File: config.mk
export PLATFORM = sky130hd
export DESIGN_NAME = rxring_dma
export DESIGN_NICKNAME = d
export VERILOG_FILES = /design/src/rtl/rxring_pkg.sv /design/src/rtl/rxring_csr.sv /design/src/rtl/rxring_engine.sv /design/src/rtl/rxring_dma.sv
export SDC_FILE = /design/constraint.sdc
export NUM_CORES = 1
export LEC_CHECK = 0
export BUFFER_PORTS_ARGS = -buffer_cell sky130_fd_sc_hd__buf_4
export CORE_ASPECT_RATIO = 1.75
export CORE_MARGIN = 2
export CORE_UTILIZATION = 40
export CTS_BUF_LIST = sky130_fd_sc_hd__clkbuf_8 sky130_fd_sc_hd__clkbuf_16
export DETAILED_ROUTE_END_ITERATION = 8
export MAX_ROUTING_LAYER = met4
export PLACE_DENSITY = 0.61
export SYNTH_ARGS = -nofsm -noshare
export SYNTH_HDL_FRONTEND = slang
export SYNTH_SLANG_ARGS = --single-unit
export TNS_END_PERCENT = 100
File: constraint.sdc
create_clock -name clk -period 3.7 [get_ports clk]
set_clock_uncertainty 0.1 [all_clocks]
set_input_delay 0.555 -clock clk [delete_from_list [all_inputs] [get_ports clk]]
set_output_delay 0.555 -clock clk [all_outputs]
set_load 0.02 [all_outputs]
File: src/rtl/rxring_pkg.sv
package rxring_pkg;

   typedef enum logic [2:0] {
      S_IDLE,    // waiting for room below the limit, or held at it
      S_FCTL,    // read request for the control word
      S_FADR,    // capture control word, read request for buffer address
      S_FCAP,    // capture buffer address
      S_READY,   // descriptor loaded, waiting for a frame start
      S_RECV,    // copying frame bytes
      S_DROP     // discarding a frame that arrived while held
   } eng_state_t;

   localparam logic [1:0] RA_BASE   = 2'd0;
   localparam logic [1:0] RA_LIMIT  = 2'd1;
   localparam logic [1:0] RA_STATUS = 2'd2;

   localparam int OVF_BIT    = 31;
   localparam int DESC_BYTES = 8;
   localparam int ADR_WORD   = 4;

endpackage

File: src/rtl/rxring_csr.sv
module rxring_csr
   import rxring_pkg::*;
#(
   parameter int ADDR_W     = 32,
   parameter int POS_W      = 12,
   parameter int BASE_ALIGN = 3
) (
   input  logic              clk,
   input  logic              rst_n,
   input  logic              reg_we,
   input  logic [1:0]        reg_addr,
   input  logic [31:0]       reg_wdata,
   output logic [31:0]       reg_rdata,
   input  logic [POS_W-1:0]  pos_i,
   input  logic              ovf_set_i,
   output logic [ADDR_W-1:0] base_o,
   output logic [POS_W-1:0]  lim_o
);

   logic [ADDR_W-1:0] base_q;
   logic [ADDR_W-1:0] base_mask;
   logic [POS_W-1:0]  lim_q;
   logic              ovf_q;
   logic              clr_hit;

   generate
      if (BASE_ALIGN > 0) begin : g_base_aligned
         assign base_mask = {{(ADDR_W-BASE_ALIGN){1'b1}}, {BASE_ALIGN{1'b0}}};
      end else begin : g_base_free
         assign base_mask = '1;
      end
   endgenerate

   assign clr_hit = reg_we && (reg_addr == RA_STATUS) && reg_wdata[OVF_BIT];

   always_ff @(posedge clk or negedge rst_n) begin
      if (!rst_n) begin
         base_q <= '0;
         lim_q  <= '0;
         ovf_q  <= 1'b0;
      end else begin
         if (reg_we && reg_addr == RA_BASE)
            base_q <= reg_wdata[ADDR_W-1:0] & base_mask;
         if (reg_we && reg_addr == RA_LIMIT)
            lim_q <= {reg_wdata[POS_W-1:3], 3'b000};
         if (ovf_set_i)
            ovf_q <= 1'b1;
         else if (clr_hit)
            ovf_q <= 1'b0;
      end
   end

   always_comb begin
      reg_rdata = '0;
      case (reg_addr)
         RA_BASE:   reg_rdata[ADDR_W-1:0] = base_q;
         RA_LIMIT:  reg_rdata[POS_W-1:0]  = lim_q;
         RA_STATUS: begin
            reg_rdata[POS_W-1:0] = pos_i;
            reg_rdata[OVF_BIT]   = ovf_q;
         end
         default:   reg_rdata = '0;
      endcase
   end

   assign base_o = base_q;
   assign lim_o  = lim_q;

   // a drop always leaves the flag set, even against a clearing write
   a_r8_set_wins: assert property (@(posedge clk) disable iff (!rst_n)
      ovf_set_i |=> ovf_q);

   // a clearing write with no concurrent drop empties the flag
   a_r8_clear_takes: assert property (@(posedge clk) disable iff (!rst_n)
      (clr_hit && !ovf_set_i) |=> !ovf_q);

   // limit is always descriptor aligned
   a_r6_lim_aligned: assert property (@(posedge clk) disable iff (!rst_n)
      lim_q[2:0] == 3'b000);

endmodule

File: src/rtl/rxring_engine.sv
module rxring_engine
   import rxring_pkg::*;
#(
   parameter int ADDR_W  = 32,
   parameter int POS_W   = 12,
   parameter int LEN_W   = 13,
   parameter int EOT_BIT = 28
) (
   input  logic              clk,
   input  logic              rst_n,
   input  logic [ADDR_W-1:0] base_i,
   input  logic [POS_W-1:0]  lim_i,
   output logic              mem_req,
   output logic              mem_we,
   output logic [ADDR_W-1:0] mem_addr,
   output logic [7:0]        mem_wdata,
   input  logic [31:0]       mem_rdata,
   input  logic              in_valid,
   output logic              in_ready,
   input  logic [7:0]        in_data,
   input  logic              in_sof,
   input  logic              in_eof,
   output logic [POS_W-1:0]  pos_o,
   output logic              ovf_set_o,
   output logic              irq_o,
   output logic              err_o
);

   localparam logic [POS_W-1:0]  STEP    = POS_W'(DESC_BYTES);
   localparam logic [ADDR_W-1:0] ADR_OFS = ADDR_W'(ADR_WORD);

   eng_state_t        state_q;
   logic [POS_W-1:0]  pos_q;
   logic [LEN_W-1:0]  blen_q;
   logic              beot_q;
   logic [ADDR_W-1:0] baddr_q;
   logic [LEN_W-1:0]  cnt_q;
   logic              trunc_q;
   logic              irq_q;
   logic              err_q;

   logic              stall;
   logic              take;
   logic              over;
   logic [ADDR_W-1:0] desc_addr;

   assign stall     = (pos_q == lim_i);
   assign take      = in_valid && ((state_q == S_RECV) || (state_q == S_READY && in_sof));
   assign over      = (cnt_q == blen_q);
   assign desc_addr = base_i + ADDR_W'(pos_q);

   assign in_ready  = (state_q == S_READY) || (state_q == S_RECV) ||
                      (state_q == S_DROP)  || (state_q == S_IDLE && stall);
   assign ovf_set_o = (state_q == S_IDLE) && stall && in_valid && in_sof;

   always_comb begin
      mem_req   = 1'b0;
      mem_we    = 1'b0;
      mem_addr  = '0;
      mem_wdata = in_data;
      case (state_q)
         S_FCTL: begin
            mem_req  = 1'b1;
            mem_addr = desc_addr;
         end
         S_FADR: begin
            mem_req  = 1'b1;
            mem_addr = desc_addr + ADR_OFS;
         end
         S_READY, S_RECV: begin
            if (take && !over) begin
               mem_req  = 1'b1;
               mem_we   = 1'b1;
               mem_addr = baddr_q + ADDR_W'(cnt_q);
            end
         end
         default: begin
            mem_req = 1'b0;
         end
      endcase
   end

   always_ff @(posedge clk or negedge rst_n) begin
      if (!rst_n) begin
         state_q <= S_IDLE;
         pos_q   <= '0;
         blen_q  <= '0;
         beot_q  <= 1'b0;
         baddr_q <= '0;
         cnt_q   <= '0;
         trunc_q <= 1'b0;
         irq_q   <= 1'b0;
         err_q   <= 1'b0;
      end else begin
         irq_q <= 1'b0;
         err_q <= 1'b0;
         case (state_q)
            S_IDLE: begin
               if (!stall)
                  state_q <= S_FCTL;
               else if (in_valid && in_sof && !in_eof)
                  state_q <= S_DROP;
            end
            S_FCTL: state_q <= S_FADR;
            S_FADR: begin
               blen_q  <= mem_rdata[LEN_W-1:0];
               beot_q  <= mem_rdata[EOT_BIT];
               state_q <= S_FCAP;
            end
            S_FCAP: begin
               baddr_q <= mem_rdata[ADDR_W-1:0];
               cnt_q   <= '0;
               trunc_q <= 1'b0;
               state_q <= S_READY;
            end
            S_READY, S_RECV: begin
               if (take) begin
                  if (in_eof) begin
                     irq_q   <= 1'b1;
                     err_q   <= trunc_q | over;
                     pos_q   <= beot_q ? '0 : pos_q + STEP;
                     state_q <= S_IDLE;
                  end else begin
                     state_q <= S_RECV;
                     if (over) trunc_q <= 1'b1;
                     else      cnt_q   <= cnt_q + 1'b1;
                  end
               end
            end
            S_DROP: begin
               if (in_valid && in_eof)
                  state_q <= S_IDLE;
            end
            default: state_q <= S_IDLE;
         endcase
      end
   end

   assign pos_o = pos_q;
   assign irq_o = irq_q;
   assign err_o = err_q;

   // completion pulse lasts one cycle
   a_r4_irq_pulse: assert property (@(posedge clk) disable iff (!rst_n)
      irq_q |=> !irq_q);

   // position only ever steps one descriptor or returns to zero
   a_r4_pos_step: assert property (@(posedge clk) disable iff (!rst_n)
      (pos_q != $past(pos_q)) |-> ((pos_q == $past(pos_q) + STEP) || (pos_q == '0)));

   // position moves only alongside a completion pulse
   a_r4_pos_with_irq: assert property (@(posedge clk) disable iff (!rst_n)
      (pos_q != $past(pos_q)) |-> irq_q);

   // no memory traffic while held at the limit
   a_r6_quiet_at_limit: assert property (@(posedge clk) disable iff (!rst_n)
      (state_q == S_IDLE || state_q == S_DROP) |-> !mem_req);

   // a drop is only flagged while held at the limit
   a_r7_drop_at_limit: assert property (@(posedge clk) disable iff (!rst_n)
      ovf_set_o |-> (pos_q == lim_i));

   // no byte lands past the buffer length
   a_r9_write_in_len: assert property (@(posedge clk) disable iff (!rst_n)
      (mem_req && mem_we) |-> (cnt_q < blen_q));

   // error flag only accompanies a completion
   a_r9_err_with_irq: assert property (@(posedge clk) disable iff (!rst_n)
      err_q |-> irq_q);

endmodule

File: src/rtl/rxring_dma.sv
module rxring_dma
   import rxring_pkg::*;
#(
   parameter int RING_DEPTH = 512,
   parameter int ADDR_W     = 32,
   parameter int LEN_W      = 13,
   parameter int EOT_BIT    = 28,
   parameter int BASE_ALIGN = 3
) (
   input  logic              clk,
   input  logic              rst_n,
   input  logic              reg_we,
   input  logic [1:0]        reg_addr,
   input  logic [31:0]       reg_wdata,
   output logic [31:0]       reg_rdata,
   output logic              mem_req,
   output logic              mem_we,
   output logic [ADDR_W-1:0] mem_addr,
   output logic [7:0]        mem_wdata,
   input  logic [31:0]       mem_rdata,
   input  logic              in_valid,
   output logic              in_ready,
   input  logic [7:0]        in_data,
   input  logic              in_sof,
   input  logic              in_eof,
   output logic              irq_done,
   output logic              frame_err
);

   localparam int POS_W = $clog2(RING_DEPTH * DESC_BYTES);

   generate
      if (RING_DEPTH < 2 || (RING_DEPTH & (RING_DEPTH - 1)) != 0) begin : g_bad_depth
         $error("RING_DEPTH must be a power of two of at least 2");
      end
      if (ADDR_W > 32 || ADDR_W < POS_W) begin : g_bad_addr
         $error("ADDR_W must lie between the position width and 32");
      end
      if (POS_W > 31) begin : g_bad_pos
         $error("ring too large for the status field");
      end
      if (EOT_BIT < LEN_W || EOT_BIT > 31) begin : g_bad_eot
         $error("end-of-table bit must sit above the length field");
      end
      if (BASE_ALIGN < 0 || BASE_ALIGN > 3) begin : g_bad_align
         $error("BASE_ALIGN must be 0 to 3");
      end
   endgenerate

   logic [ADDR_W-1:0] base;
   logic [POS_W-1:0]  lim;
   logic [POS_W-1:0]  pos;
   logic              ovf_set;

   rxring_csr #(
      .ADDR_W    (ADDR_W),
      .POS_W     (POS_W),
      .BASE_ALIGN(BASE_ALIGN)
   ) u_csr (
      .clk      (clk),
      .rst_n    (rst_n),
      .reg_we   (reg_we),
      .reg_addr (reg_addr),
      .reg_wdata(reg_wdata),
      .reg_rdata(reg_rdata),
      .pos_i    (pos),
      .ovf_set_i(ovf_set),
      .base_o   (base),
      .lim_o    (lim)
   );

   rxring_engine #(
      .ADDR_W (ADDR_W),
      .POS_W  (POS_W),
      .LEN_W  (LEN_W),
      .EOT_BIT(EOT_BIT)
   ) u_eng (
      .clk      (clk),
      .rst_n    (rst_n),
      .base_i   (base),
      .lim_i    (lim),
      .mem_req  (mem_req),
      .mem_we   (mem_we),
      .mem_addr (mem_addr),
      .mem_wdata(mem_wdata),
      .mem_rdata(mem_rdata),
      .in_valid (in_valid),
      .in_ready (in_ready),
      .in_data  (in_data),
      .in_sof   (in_sof),
      .in_eof   (in_eof),
      .pos_o    (pos),
      .ovf_set_o(ovf_set),
      .irq_o    (irq_done),
      .err_o    (frame_err)
   );

endmodule

==> impl_metrics.tcl <==
set metrics [dict create \
    status "finished clean" \
    dpl_cell_area_mm2 0.00849 \
    grt_first_pass_wirelength_um 32800 \
    drv_cap 0 \
    synth_async_sr_flop_share_pct 100 \
    critPathSlowestCell "dfrtp_1" \
    drive_gt1_share_pct 27.9 \
    fin_area_mm2 0.00919 \
    pwr-share-comb_pct 42.2 \
    via_per_inst 5.39 \
    switching_power_w 0.00258 \
    slew_headroom_pct 42.3 \
    place_ws_ps 238 \
    hold_viol 0 \
    synth_top_area_share_pct 38.9 \
    powerDensity_mw_per_mm2 700 \
    setup_ws_ps 66.4 \
    syn_avg_cell_area_um2 9.31 \
    fp.dieH_um 182 \
    clkSinkCount 113 \
    overflow 0 \
    setup.worst_path.start "u_eng.cnt_q[0]$_DFFE_PN0P_" \
    grt_max_degree 69 \
    synth_cells 781 \
    cts_inserted_buffers 17 \
    grt_pass1_vias 6343 \
    seq_power_share_pct 31.8 \
    rows 65 \
    route.detailed.drc 0 \
    finalSetupViolCount 0 \
    synth-seq-area-share_pct 38.9 \
    critPathMostFrequentCell "o21a_1" \
    htreeDepth 4 \
    fin_nets 1017 \
    cp_top_family "compound AO/OA/AOI/OAI gates" \
    antenna_found_initial 0 \
    design.core.area_mm2 0.0179 \
    rsz0062_at_grt "yes" \
    area_growth_pct 26.3 \
    clock_tree.buffer_depth 2 \
    drt_iter0_drc 358 \
    synthFlopType "dfrtp_1" \
    antenna_left 0 \
    critPathMaxStageDelay_ps 400 \
    numPortBuffers 134 \
    grt_usage_pct 22.2 \
    period_share_pct 98.2 \
    r2r_start "u_eng.state_q[2]$_DFFE_PN0P_" \
    finalSetupTns_ps 0 \
    critPathLaunchType "flip-flop" \
    dp.cells 1122 \
    synth_top_area_cell "dfrtp_1" \
    clk_pin_slew_ps 60 \
    wirelength_um 20500 \
    antennaDiodeCount 0 \
    cp-end-kind "output pin" \
    insertion_delay_ps 420 \
    place_congestion 0.896 \
    start_util_pct 40.6 \
    p_leak_nw 4.21 \
    ir_worst_vdd_mv 0.341 \
    hold_path_class "primary input to async pin" \
    whs_ps 52.5 \
    swShare_pct 40.1 \
    p_int_w 0.00385 \
    die_w_um 106 \
    wl_per_cell_um 17.7 \
    first_pass_iters 5 \
    cp_max_fo 3 \
    ys_ff_latch 113 \
    synth_edf_count 0 \
    setup.worst_path.class "flip-flop to output pin" \
    yosysWarnings 0 \
    cts_tree "done" \
    fmaxAchievable_mhz 275 \
    io_pins 157 \
    dieArea_mm2 0.0193 \
    fin_cells 1158 \
    yosysUniqueCellTypes 59 \
    crit_required_ps 3040 \
    finalCriticalPeriod_ps 3630 \
    finalMaxSlewViolations 0 \
    cp_data_arrival_time_ps 2980 \
    dr_total_vias 6244 \
    synth_area_leaders "dfrtp_1 39%, mux2_2 7.9%, nand2_1 7.1%, xor2_1 5.7%, xnor2_1 4.3%" \
    max_slew.worst_pin.slew_ps 864 \
    root_buffer "clkbuf_16" \
    cp_cell_sequence "ha_2 -> fa_2 -> a21o_1 -> a221oi_4 -> a21oi_2 -> o21a_1 -> o21a_1 -> o32ai_2 -> buf_4" \
    crit_buf_inv 1 \
    dpl.hpwl_um 15400 \
    cts_hold_buf 0 \
    p_clk_share_pct 26.0 \
    syn_area_mm2 0.00727 \
]
[kinds of logic after synthesis]
| kind of cell | share of synthesized area, % |
|---|---|
| XOR/XNOR | 10.0 |
| adder cells (fa/ha/maj) | 4.68 |
| multiplexers | 9.28 |
| AO/OA/AOI/OAI | 15.0 |
| other | 0.0516 |
| flip-flops | 38.9 |
| AND/OR/NAND/NOR | 18.1 |
| buffers and inverters | 3.99 |
[synth_stat cells (all sizes together), types with 3 or more instances]
cell       n
mux2i     10
nand2b     3
buf       24
o21bai     4
a21oi     35
xor2      47
nand2    138
clkbuf    21
inv       16
o21ai     38
o21a       6
xnor2     36
dfrtp    113
o211ai    10
and4       5
nand3     20
a211oi    12
o22ai     24
o2111ai    5
ha        24
nor2      27
o31ai      5
a21o      12
and2      22
nor3       9
mux2      51
nor4       4
or4        7
and3      12
nand4     16
[per-layer routing]
| metal | share of wire [%] | up-vias | routed length [um] | GRT usage (%) |
|---|---|---|---|---|
| met2 | 52 | 149 | 10700 | 38.6 |
| met5 | 0 | - | 0 | - |
| met1 | 41 | 3020 | 8350 | 25.5 |
| met3 | 3.4 | 44 | 697 | 3.00 |
| met4 | 3.3 | 0 | 682 | 9.16 |
| li1 | - | 3031 | - | - |
[state kept, by name, indices dropped and copies added (netlist names)]
register,cells
u_csr.base_o,29
u_csr.lim_o,9
u_csr.ovf_q,1
u_eng.baddr_q,32
u_eng.beot_q,1
u_eng.blen_q,13
u_eng.cnt_q,13
u_eng.err_o,1
u_eng.irq_o,1
u_eng.pos_o,9
u_eng.state_q,3
u_eng.trunc_q,1
[through the flow]
step | total power, W | utilization (%)
6_report | 0.00643 | 51.3
5_1_grt | 0.00681 | 51.3
4_1_cts | 0.00644 | 50.9
3_5_place_dp | 0.00474 | 47.4
3_3_place_gp | 0.00471 | 47.4
2_1_floorplan | 0.00374 | -
[power groups by stage]
stage	clock [W]	sequential (W)	combinational [W]
after floorplan	0	0.00190	0.00184
after global placement	0	0.00204	0.00267
after detailed placement	0	0.00205	0.00269
after CTS	0.00169	0.00204	0.00271
after global routing	0.00175	0.00210	0.00296
final	0.00167	0.00204	0.00271
[repair_timing]
| action | 4_1_cts | 5_1_grt |
|---|---|---|
| pin swaps | 0 | 7 |
| buffers inserted | 0 | 4 |
| setup endpoints to repair | 11 | 17 |
| gates resized for setup | 4 | 11 |
[placed cells by master (no fill, tap or decap), drive strengths merged, types with 20 or more instances in the layout]
cell type and instances:
o22ai 24, nand2 138, o21ai 38, mux2 51
nor2 27, buf 154, dfrtp 113, xor2 47
and2 22, nand3 20, ha 24, xnor2 36
a21oi 35
[worst paths after layout]
check / end / slack, ps / depth (start not counted)
worst min-delay path: u_eng.baddr_q[17]$_DFFE_PN0P_ / 50 / 1
worst max-delay path: mem_addr[10] / 70 / 9
min in group clk: u_eng.baddr_q[17]$_DFFE_PN0P_ / 230 / 3
worst max register to register: u_eng.cnt_q[11]$_DFFE_PN0P_ / 1460 / 7
max in group asynchronous: u_eng.pos_o[6]$_DFFE_PN0P_ / 2640 / 2
worst min register to register: u_csr.ovf_q$_DFFE_PN0P_ / 380 / 2
[area by class of cell]
type	count	area (um^2)
Clock buffer	18	439
Tap cell	234	293
Multi-Input combinational cell	609	4230
Timing Repair Buffer	154	1180
Sequential cell	113	2830
Inverter	16	60.1
Fill cell	1754	8710
Clock inverter	14	148
Note: power is estimated with default switching activity, not from simulation.
